## src/rtl/spiq_pkg.sv

```systemverilog
package spiq_pkg;

    typedef enum logic [0:0] {
        SQ_IDLE = 1'b0,
        SQ_RUN  = 1'b1
    } sq_state_e;

    localparam logic SEL_DATA = 1'b0;
    localparam logic SEL_STAT = 1'b1;

    localparam int STAT_ACT_BIT  = 0;
    localparam int STAT_PEND_BIT = 1;

endpackage

```

## src/rtl/spiq_fsm.sv

```systemverilog
module spiq_fsm
    import spiq_pkg::*;
(
    input  logic clk,
    input  logic rst_n,
    input  logic wr_fire,
    input  logic done_i,
    input  logic pend_i,
    output logic cs_o,
    output logic start_o,
    output logic hand_o,
    output logic park_o
);

    sq_state_e state_q, state_d;

    always_ff @(posedge clk) begin
        if (!rst_n) state_q <= SQ_IDLE;
        else        state_q <= state_d;
    end

    always_comb begin
        state_d = state_q;
        unique case (state_q)
            SQ_IDLE: if (wr_fire) state_d = SQ_RUN;
            SQ_RUN:  if (done_i && !pend_i && !wr_fire) state_d = SQ_IDLE;
            default: state_d = SQ_IDLE;
        endcase
    end

    always_comb begin
        cs_o    = 1'b0;
        start_o = 1'b0;
        hand_o  = 1'b0;
        park_o  = 1'b0;
        unique case (state_q)
            SQ_IDLE: begin
                start_o = wr_fire;
            end
            SQ_RUN: begin
                cs_o = 1'b1;
                if (done_i) begin
                    start_o = pend_i || wr_fire;
                    hand_o  = pend_i;
                    park_o  = pend_i && wr_fire;
                end else begin
                    park_o  = wr_fire;
                end
            end
            default: ;
        endcase
    end

endmodule

```

## src/rtl/spiq_holdbuf.sv

```systemverilog
module spiq_holdbuf #(
    parameter int DATA_W = 32
) (
    input  logic              clk,
    input  logic              rst_n,
    input  logic              park_i,
    input  logic              hand_i,
    input  logic [DATA_W-1:0] wdata_i,
    output logic              pend_o,
    output logic [DATA_W-1:0] data_o
);

    always_ff @(posedge clk) begin
        if (!rst_n) begin
            pend_o <= 1'b0;
            data_o <= '0;
        end else begin
            if (park_i) begin
                pend_o <= 1'b1;
                data_o <= wdata_i;
            end else if (hand_i) begin
                pend_o <= 1'b0;
            end
        end
    end

endmodule

```

## src/rtl/spiq_capture.sv

```systemverilog
module spiq_capture #(
    parameter int DATA_W = 32
) (
    input  logic              clk,
    input  logic              rst_n,
    input  logic              take_i,
    input  logic [DATA_W-1:0] data_i,
    output logic [DATA_W-1:0] q_o
);

    always_ff @(posedge clk) begin
        if (!rst_n)      q_o <= '0;
        else if (take_i) q_o <= data_i;
    end

endmodule

```

## src/rtl/spiq_front.sv

```systemverilog
module spiq_front
    import spiq_pkg::*;
#(
    parameter int DATA_W = 32
) (
    input  logic              clk,
    input  logic              rst_n,
    input  logic              bus_req,
    input  logic              bus_we,
    input  logic              bus_sel,
    input  logic [DATA_W-1:0] bus_wdata,
    output logic              bus_ack,
    output logic [DATA_W-1:0] bus_rdata,
    output logic              eng_start,
    output logic [DATA_W-1:0] eng_wdata,
    input  logic              eng_done,
    input  logic [DATA_W-1:0] eng_rdata,
    output logic              cs_active
);

    logic              pend_q;
    logic [DATA_W-1:0] buf_q;
    logic [DATA_W-1:0] rd_q;
    logic              data_wr, room, wr_fire, done_run;
    logic              hand, park;
    logic [DATA_W-1:0] stat_word;

    assign data_wr  = bus_req && bus_we && (bus_sel == SEL_DATA);
    assign done_run = eng_done && cs_active;
    assign room     = !pend_q || done_run;
    assign wr_fire  = data_wr && room;
    assign bus_ack  = bus_req && (!bus_we || (bus_sel == SEL_STAT) || room);

    spiq_fsm u_fsm (
        .clk     (clk),
        .rst_n   (rst_n),
        .wr_fire (wr_fire),
        .done_i  (eng_done),
        .pend_i  (pend_q),
        .cs_o    (cs_active),
        .start_o (eng_start),
        .hand_o  (hand),
        .park_o  (park)
    );

    spiq_holdbuf #(.DATA_W(DATA_W)) u_hold (
        .clk     (clk),
        .rst_n   (rst_n),
        .park_i  (park),
        .hand_i  (hand),
        .wdata_i (bus_wdata),
        .pend_o  (pend_q),
        .data_o  (buf_q)
    );

    spiq_capture #(.DATA_W(DATA_W)) u_cap (
        .clk    (clk),
        .rst_n  (rst_n),
        .take_i (done_run),
        .data_i (eng_rdata),
        .q_o    (rd_q)
    );

    assign eng_wdata = pend_q ? buf_q : bus_wdata;

    always_comb begin
        stat_word                = '0;
        stat_word[STAT_ACT_BIT]  = cs_active;
        stat_word[STAT_PEND_BIT] = pend_q;
    end

    assign bus_rdata = (bus_sel == SEL_STAT) ? stat_word : rd_q;

endmodule

```

## config.mk

```make
export PLATFORM = sky130hd
export DESIGN_NAME = spiq_front
export DESIGN_NICKNAME = d
export VERILOG_FILES = /design/src/rtl/spiq_pkg.sv /design/src/rtl/spiq_fsm.sv /design/src/rtl/spiq_holdbuf.sv /design/src/rtl/spiq_capture.sv /design/src/rtl/spiq_front.sv
export SDC_FILE = /design/constraint.sdc
export NUM_CORES = 1
export LEC_CHECK = 0
export ABC_AREA = 1
export CAP_MARGIN = 40
export CORE_MARGIN = 3
export CORE_UTILIZATION = 63
export DETAILED_ROUTE_END_ITERATION = 12
export DONT_BUFFER_PORTS = 1
export GPL_TIMING_DRIVEN = 0
export PLACE_DENSITY = 0.8
export SYNTH_ARGS = -nofsm -noshare
export SYNTH_HDL_FRONTEND = slang
export SYNTH_SLANG_ARGS = --single-unit
```

## constraint.sdc

```tcl
create_clock -name clk -period 1.28 [get_ports clk]
set_input_delay 0 -clock clk [delete_from_list [all_inputs] [get_ports clk]]
set_output_delay 0 -clock clk [all_outputs]
set_load 0.03 [all_outputs]
```

==> results of run 1 <==
## logic make-up after synthesis
family,Yosys count
AO/OA/AOI/OAI,102
flip-flops,66
AND/OR/NAND/NOR,204
buffers and inverters,107
## through the flow
| stage | cell area, um^2 | hold WS (ns) | worst slack [ns] |
|---|---|---|---|
| 2_1_floorplan | 3130 | 0.149 | -0.0834 |
| 3_3_place_gp | 3220 | 0.160 | -0.304 |
| 3_5_place_dp | 3390 | 0.162 | -0.227 |
==> impl_metrics.yaml, run 1 <==
die:
  ios: 137
  die_h_um: 76.5
  fp-row-count: 25
  die_w_um: 76.5
  start_util_pct: 65.8
logic_synthesis:
  async_flop_share_pct: 0
  synth_area_um2: 3130
  ys_top_cells_by_area: "dfxtp_1 (42%), nor2_1 (12%), o21ai_0 (11%)"
  yosysWarnings: 0
  synth_ff_type: "dfxtp_1"
  yosysTopAreaCell: "dfxtp_1"
  synth_edf_count: 0
  synthMuxAreaShare_pct: 0
  synth_compound_area_share_pct: 16.4
  synthAdderAreaFrac_pct: 0
  synth-simple-area-share_pct: 27.6
  synth_commonest_cells: "nor2_1 (98), nand2_1 (71), inv_1 (69)"
  synth.most_common_cell: "nor2_1"
  synth_xor_area_share_pct: 0
  synth_seq_cells: 66
  syn_nets: 549
  synth_top_family_by_area: "simple AND/OR/NAND/NOR gates"
  syn_avg_cell_area_um2: 6.53
  syn_inst: 479
  ys_seq_area_share_pct: 42.2
  ys_types: 17
  synth_top_area_share_pct: 42.2
cts:
  clockRootBuffer: "clkbuf_8"
  cts_buffer_depth: 2
  postCtsSetupRepairBufs: 14
  cts-resized-gates: 155
  clock-sinks: 66
  htreeDepth: 3
  ctsHoldBuffers: 63
  cts_buffers: 9
placement:
  io_buffers: 0
  dpl.hpwl_mm: 5.58
  place_congestion: 0.845
  place_inst: 580
outcome:
  error_line: "[ERROR DPL-0033] detailed placement checks failed during check placement."
  run_status: "did not finish"
  stop_stage: "clock tree synthesis (4_1_cts)"
==> run 2: changes to the inputs <==
- CORE_UTILIZATION: 63 -> 40
- PLACE_DENSITY: 0.8 -> not set
- PLACE_DENSITY_LB_ADDON: not set -> 0.15
==> impl_metrics.yaml, run 2 <==
worst_setup_path:
  reg2reg_from: "u_fsm.state_q"
  cp-end-kind: "output pin"
  r2r-end: "u_hold.data_o[29]"
  worstSetupPathType: "flip-flop to output pin"
  ff2ff_path_depth: 8
  crit_arrival_ns: 1.38
  cp_data_required_time_ns: 1.28
  rrSetupSlack_ns: -0.07
  cp_max_fo: 6
  start_kind: "flip-flop"
die:
  dieArea_um2: 8920
  ios: 137
  die_w_um: 94.5
  die_h_um: 94.5
  start_util_pct: 42.2
  core_um2: 7410
  fp-row-count: 31
layout:
  top_regs: "u_cap.q_o x32, u_hold.data_o x32"
  layout_common_cells: "nor2_1 (97), inv_1 (67), dlygate4sd3_1 (65), dfxtp_1 (64), buf_6 (38)"
  areaGrowthSynthToFinish_pct: 68.4
  layout.nets: 678
  insertedDiodeCount: 0
  drive_gt1_share_pct: 28.1
  final_common_cell: "nor2_1"
routing:
  drt_iter0_drc: 151
  drc: 0
  vias_per_cell: 5.07
  wirelength_mm: 10.8
  ant_nets: 0
  vias: 3605
  wire_per_inst_um: 15.2
  dr.pass1.iters: 5
sta:
  tightest_slew_ns: 0.702
  worst_slack_ns: -0.102
  final.min_clock_period_ns: 1.38
  rsz0062_at_grt: "true"
  max-slew-margin-rel_pct: 53.2
  fmax_mhz: 724
  period_share_pct: 108
  maxSlewViolCount: 0
  setup_violations: 56
  finalHoldViolCount: 0
  fin_skew_ns: 0.00516
placement:
  io_buffers: 0
  place_congestion: 0.752
  dpl.hpwl_mm: 6.03
  dp_slack_ns: -0.272
cts:
  clk_pin_slew_ns: 0.07
  clockRootBuffer: "clkbuf_8"
  htreeDepth: 3
  clock-sinks: 66
  clock_latency_ns: 0.33
  cts_buffer_depth: 2
  cts_buffers: 9
  cts_tree: "done"
worst_hold_path:
  whs_path_depth: 4
  whs_endpoint: "u_fsm.state_q"
  worstHoldStart: "eng_done"
  hold_path_class: "input port to flip-flop"
pwr:
  swShare_pct: 27.7
  power_mw: 4.48
  internal-power_mw: 3.24
  leakage_nw: 2.39
  p_switching_mw: 1.24
  ir_drop_mv: 0.694
  power_density_nw_per_um2: 851
  combPwrFrac_pct: 18.6
  pwr-share-seq_pct: 46.9
  clock_power_share_pct: 34.4
global_routing:
  grt_max_degree: 11
  grt_pass1_wl_mm: 15.8
  grt_pass1_vias: 3369
  grt.total_usage_pct: 22.3
  antenna_found_initial: 0
  grt_overflow: 0
logic_synthesis:
  syn_inst: 479
  synth_seq_cells: 66
  synth_ff_type: "dfxtp_1"
  ys_top_cells_by_area: "dfxtp_1 (42%), nor2_1 (12%), o21ai_0 (11%)"
  async_flop_share_pct: 0
  yosysWarnings: 0
  synth_top_area_share_pct: 42.2
  ys_types: 17
  synth_edf_count: 0
  syn_avg_cell_area_um2: 6.53
  syn_nets: 549
  yosysTopAreaCell: "dfxtp_1"
  ys_seq_area_share_pct: 42.2
  synth_commonest_cells: "nor2_1 (98), nand2_1 (71), inv_1 (69)"
  synth_area_um2: 3130
  synth.most_common_cell: "nor2_1"
job:
  drv_cap: 0
outcome:
  run_status: "finished with violations"
  violations: "negative setup slack"
-- run 2: cell counts after synthesis --
Identical to the previous run, type by type.
-- run 2: worst max path at each step --
| stage | slack (ns) | depth (start not counted) | end | from |
|---|---|---|---|---|
| floorplan | -0.08 | 3 | eng_wdata[19] | u_hold.pend_o |
| global placement | -0.33 | 4 | eng_wdata[0] | u_hold.pend_o |
| detailed placement | -0.27 | 5 | eng_wdata[0] | u_hold.pend_o |
| CTS | -0.12 | 6 | eng_start | u_fsm.state_q |
| global route | -0.17 | 8 | u_hold.data_o[30] | u_fsm.state_q |
| finish | -0.10 | 5 | eng_start | u_hold.pend_o |
-- run 2: layout make-up --
type / instances / area [um^2]
tap: 99 / 124
timing repair buffer: 118 / 1230
buffer: 37 / 353
sequential: 66 / 1330
clock buffer: 12 / 155
fill: 591 / 2140
multi-input combinational: 306 / 1790
inverter: 70 / 265
clock inverter: 3 / 15.0
-- run 2: worst max-delay path, cell delays in order, from the launching register on --
cell and delay, ns:
dfxtp_4 0.39, clkbuf_16 0.17, buf_12 0.14, o21ai_2 0.11, o21ai_1 0.08, inv_2 0.15
-- run 2: routing by layer --
layer	vias to the layer above	GRT usage, %	part of all wire, %
met1	1683	24.8	39
met3	19	5.58	6.1
met4	0	9.01	1.8
met2	129	40.6	53
met5	-	0	0
li1	1774	-	-
-- run 2: timing repair --
item | CTS | global route
buffers inserted | 10 | 1
hold buffers | 64 | 1
pin swaps | 31 | 14
gates resized for setup | 160 | 135
hold endpoints to repair | 65 | 2
cloned | 4 | 4
endpoints found under the setup margin | 100 | 95
-- run 2: kinds of logic after synthesis --
logic type,after synthesis,share of synthesized area (%)
AO/OA/AOI/OAI,102,16.4
buffers and inverters,107,13.8
flip-flops,66,42.2
AND/OR/NAND/NOR,204,27.6
-- run 2: through the flow --
step / instances / cell area, um^2 / hold slack (ns) / TNS, ns / utilization, %
finish: 711 / 5270 / 0.0132 / -1.96 / 71.1
global placement: 578 / 3260 / 0.154 / -16.88 / 44.0
CTS: 705 / 4740 / -0.0639 / -2.70 / 64.0
global route: 711 / 5270 / 0.0297 / -6.19 / 71.1
floorplan: 479 / 3130 / 0.149 / -0.667 / -
detailed placement: 612 / 3430 / 0.160 / -14.63 / 46.3
-- run 2: power groups by stage --
stage          logic [mW]  registers [mW]  clock network, mW
4_1_cts             0.717            2.10               1.57
3_5_place_dp        0.487            2.15                  0
2_1_floorplan       0.374            2.15                  0
3_3_place_gp        0.439            2.15                  0
6_report            0.835            2.10               1.54
5_1_grt             0.892            2.11               1.68
Power figures use the tool's default switching activity.
==> run 3: changes to the inputs <==
- PLACE_DENSITY_LB_ADDON: 0.15 -> not set
==> impl_metrics.yaml, run 3 (synthesis results as in run 2) <==
outcome:
  run_status: "finished with violations"
  violations: "negative setup slack"
layout:
  areaGrowthSynthToFinish_pct: 58.3
  top_regs: "u_cap.q_o x32, u_hold.data_o x32"
  final_util_pct: 66.8
  drive_gt1_share_pct: 21.9
  final_common_cell: "nor2_1"
  layout_common_cells: "nor2_1 (98), inv_1 (68), dlygate4sd3_1 (65), dfxtp_1 (64), nand2_1 (56)"
  layout.nets: 672
  fin_cells: 705
  insertedDiodeCount: 0
global_routing:
  grt_overflow: 0
  antenna_found_initial: 0
  grt_util_met2_pct: 40.4
  grt.total_usage_pct: 22.5
  top_usage_layer: "met2"
  grt_max_degree: 11
  grt_pass1_vias: 3439
  met1_usage_pct: 25.0
  grt_util_met3_pct: 6.85
  grt_pass1_wl_mm: 15.9
worst_setup_path:
  worstSetupPathType: "flip-flop to output pin"
  cp_data_required_time_ns: 1.28
  cp_max_fo: 10
  crit_arrival_ns: 1.38
  start_kind: "flip-flop"
  cp-end-kind: "output pin"
pwr:
  internal-power_mw: 3.36
  leakage_nw: 2.17
  ir_drop_mv: 0.531
  swShare_pct: 26.9
  clock_power_share_pct: 37.0
  combPwrFrac_pct: 17.3
  power_density_nw_per_um2: 929
  pwr-share-seq_pct: 45.7
  p_switching_mw: 1.24
cts:
  htreeDepth: 3
  cts_tree: "done"
  clock_latency_ns: 0.33
  clockRootBuffer: "clkbuf_8"
  clk_pin_slew_ns: 0.07
  cts_buffers: 9
  cts_buffer_depth: 2
  clock-sinks: 66
die:
  fp-row-count: 31
  die_h_um: 94.5
  core_um2: 7410
  start_util_pct: 42.2
  die_w_um: 94.5
  ios: 137
  dieArea_um2: 8920
sta:
  fin_skew_ns: 0.00334
  tightest_slew_ns: 0.655
  worst_slack_ns: -0.104
  max-slew-margin-rel_pct: 56.3
  final.min_clock_period_ns: 1.38
  rsz0062_at_grt: "true"
  maxSlewViolCount: 0
  fmax_mhz: 722
  period_share_pct: 108
  finalHoldViolCount: 0
  setup_violations: 65
routing:
  wire_per_inst_um: 15.4
  ant_nets: 0
  vias: 3663
  vias_per_cell: 5.20
  wirelength_mm: 10.9
  drt_iter0_drc: 199
  dr.pass1.iters: 4
  drc: 0
job:
  drv_cap: 0
placement:
  place_inst: 612
  io_buffers: 0
  place_congestion: 0.792
  dpl.hpwl_mm: 6.13
worst_hold_path:
  hold_path_class: "input port to flip-flop"
run 3: cell types whose count changed in the layout (fill, tap and decap cells not counted), sizes merged:
cell / change
buf: -8
clkinv: -1
clkbuf: +2
bufinv: +1
run 3: repair_timing:
item,4_1_cts,5_1_grt
hold buffers,65,0
pin swaps,2,7
cloned,3,4
resized for setup,134,87
endpoints found under the setup margin,100,93
endpoints found under the hold margin,65,0
buffers inserted,5,1
run 3: per-stage QoR:
stage / cell area, um^2 / total power, mW / setup TNS, ns / hold WS (ns) / worst slack [ns]
after CTS: 4630 / 4.57 / -4.08 / 0.00725 / -0.114
final: 4950 / 4.60 / -2.97 / 0.0451 / -0.104
after global routing: 4950 / 4.79 / -6.55 / 0.0571 / -0.183
after global placement: 3260 / 2.59 / -17.05 / 0.154 / -0.317
after detailed placement: 3430 / 2.64 / -15.12 / 0.160 / -0.291
after floorplan: 3130 / 2.52 / -0.667 / 0.149 / -0.0834
run 3: area by class of cell:
class / count / area [um^2]
repair buffers: 112 / 1120
fillers: 622 / 2460
well taps: 99 / 124
plain buffers: 37 / 328
flip-flops and latches: 66 / 1330
clock inverters: 3 / 40.0
inverters: 70 / 263
clock buffers: 12 / 145
multi-input cells: 306 / 1600
run 3: worst max-delay path, cell delays in order, from the launching register on:
cell and delay (ns):
dfxtp_4 0.41, buf_12 0.15, clkbuf_16 0.15, nand2_1 0.09, o21ai_2 0.10, buf_6 0.15
run 3: metal layers:
layer,vias up,share of wire [%]
met1,1730,40
met4,0,1.9
li1,1761,-
met2,148,51
met5,-,0
met3,24,6.9
run 3: power by group through the flow:
stage	Clock, mW	Sequential [mW]	Combinational, mW
after global routing	1.84	2.10	0.847
final	1.70	2.10	0.795
after CTS	1.75	2.10	0.713
after floorplan	0	2.15	0.374
after global placement	0	2.15	0.438
after detailed placement	0	2.15	0.487
run 3: final timing paths:
path | end | start | cells after the start | slack (ns)
worst min register to register | u_cap.q_o[26] | u_cap.q_o[26] | 2 | 0.45
worst max register to register | u_hold.data_o[3] | u_fsm.state_q | 8 | -0.07
worst min-delay path | u_fsm.state_q | bus_req | 4 | 0.05
worst max-delay path | eng_wdata[19] | u_hold.pend_o | 5 | -0.10
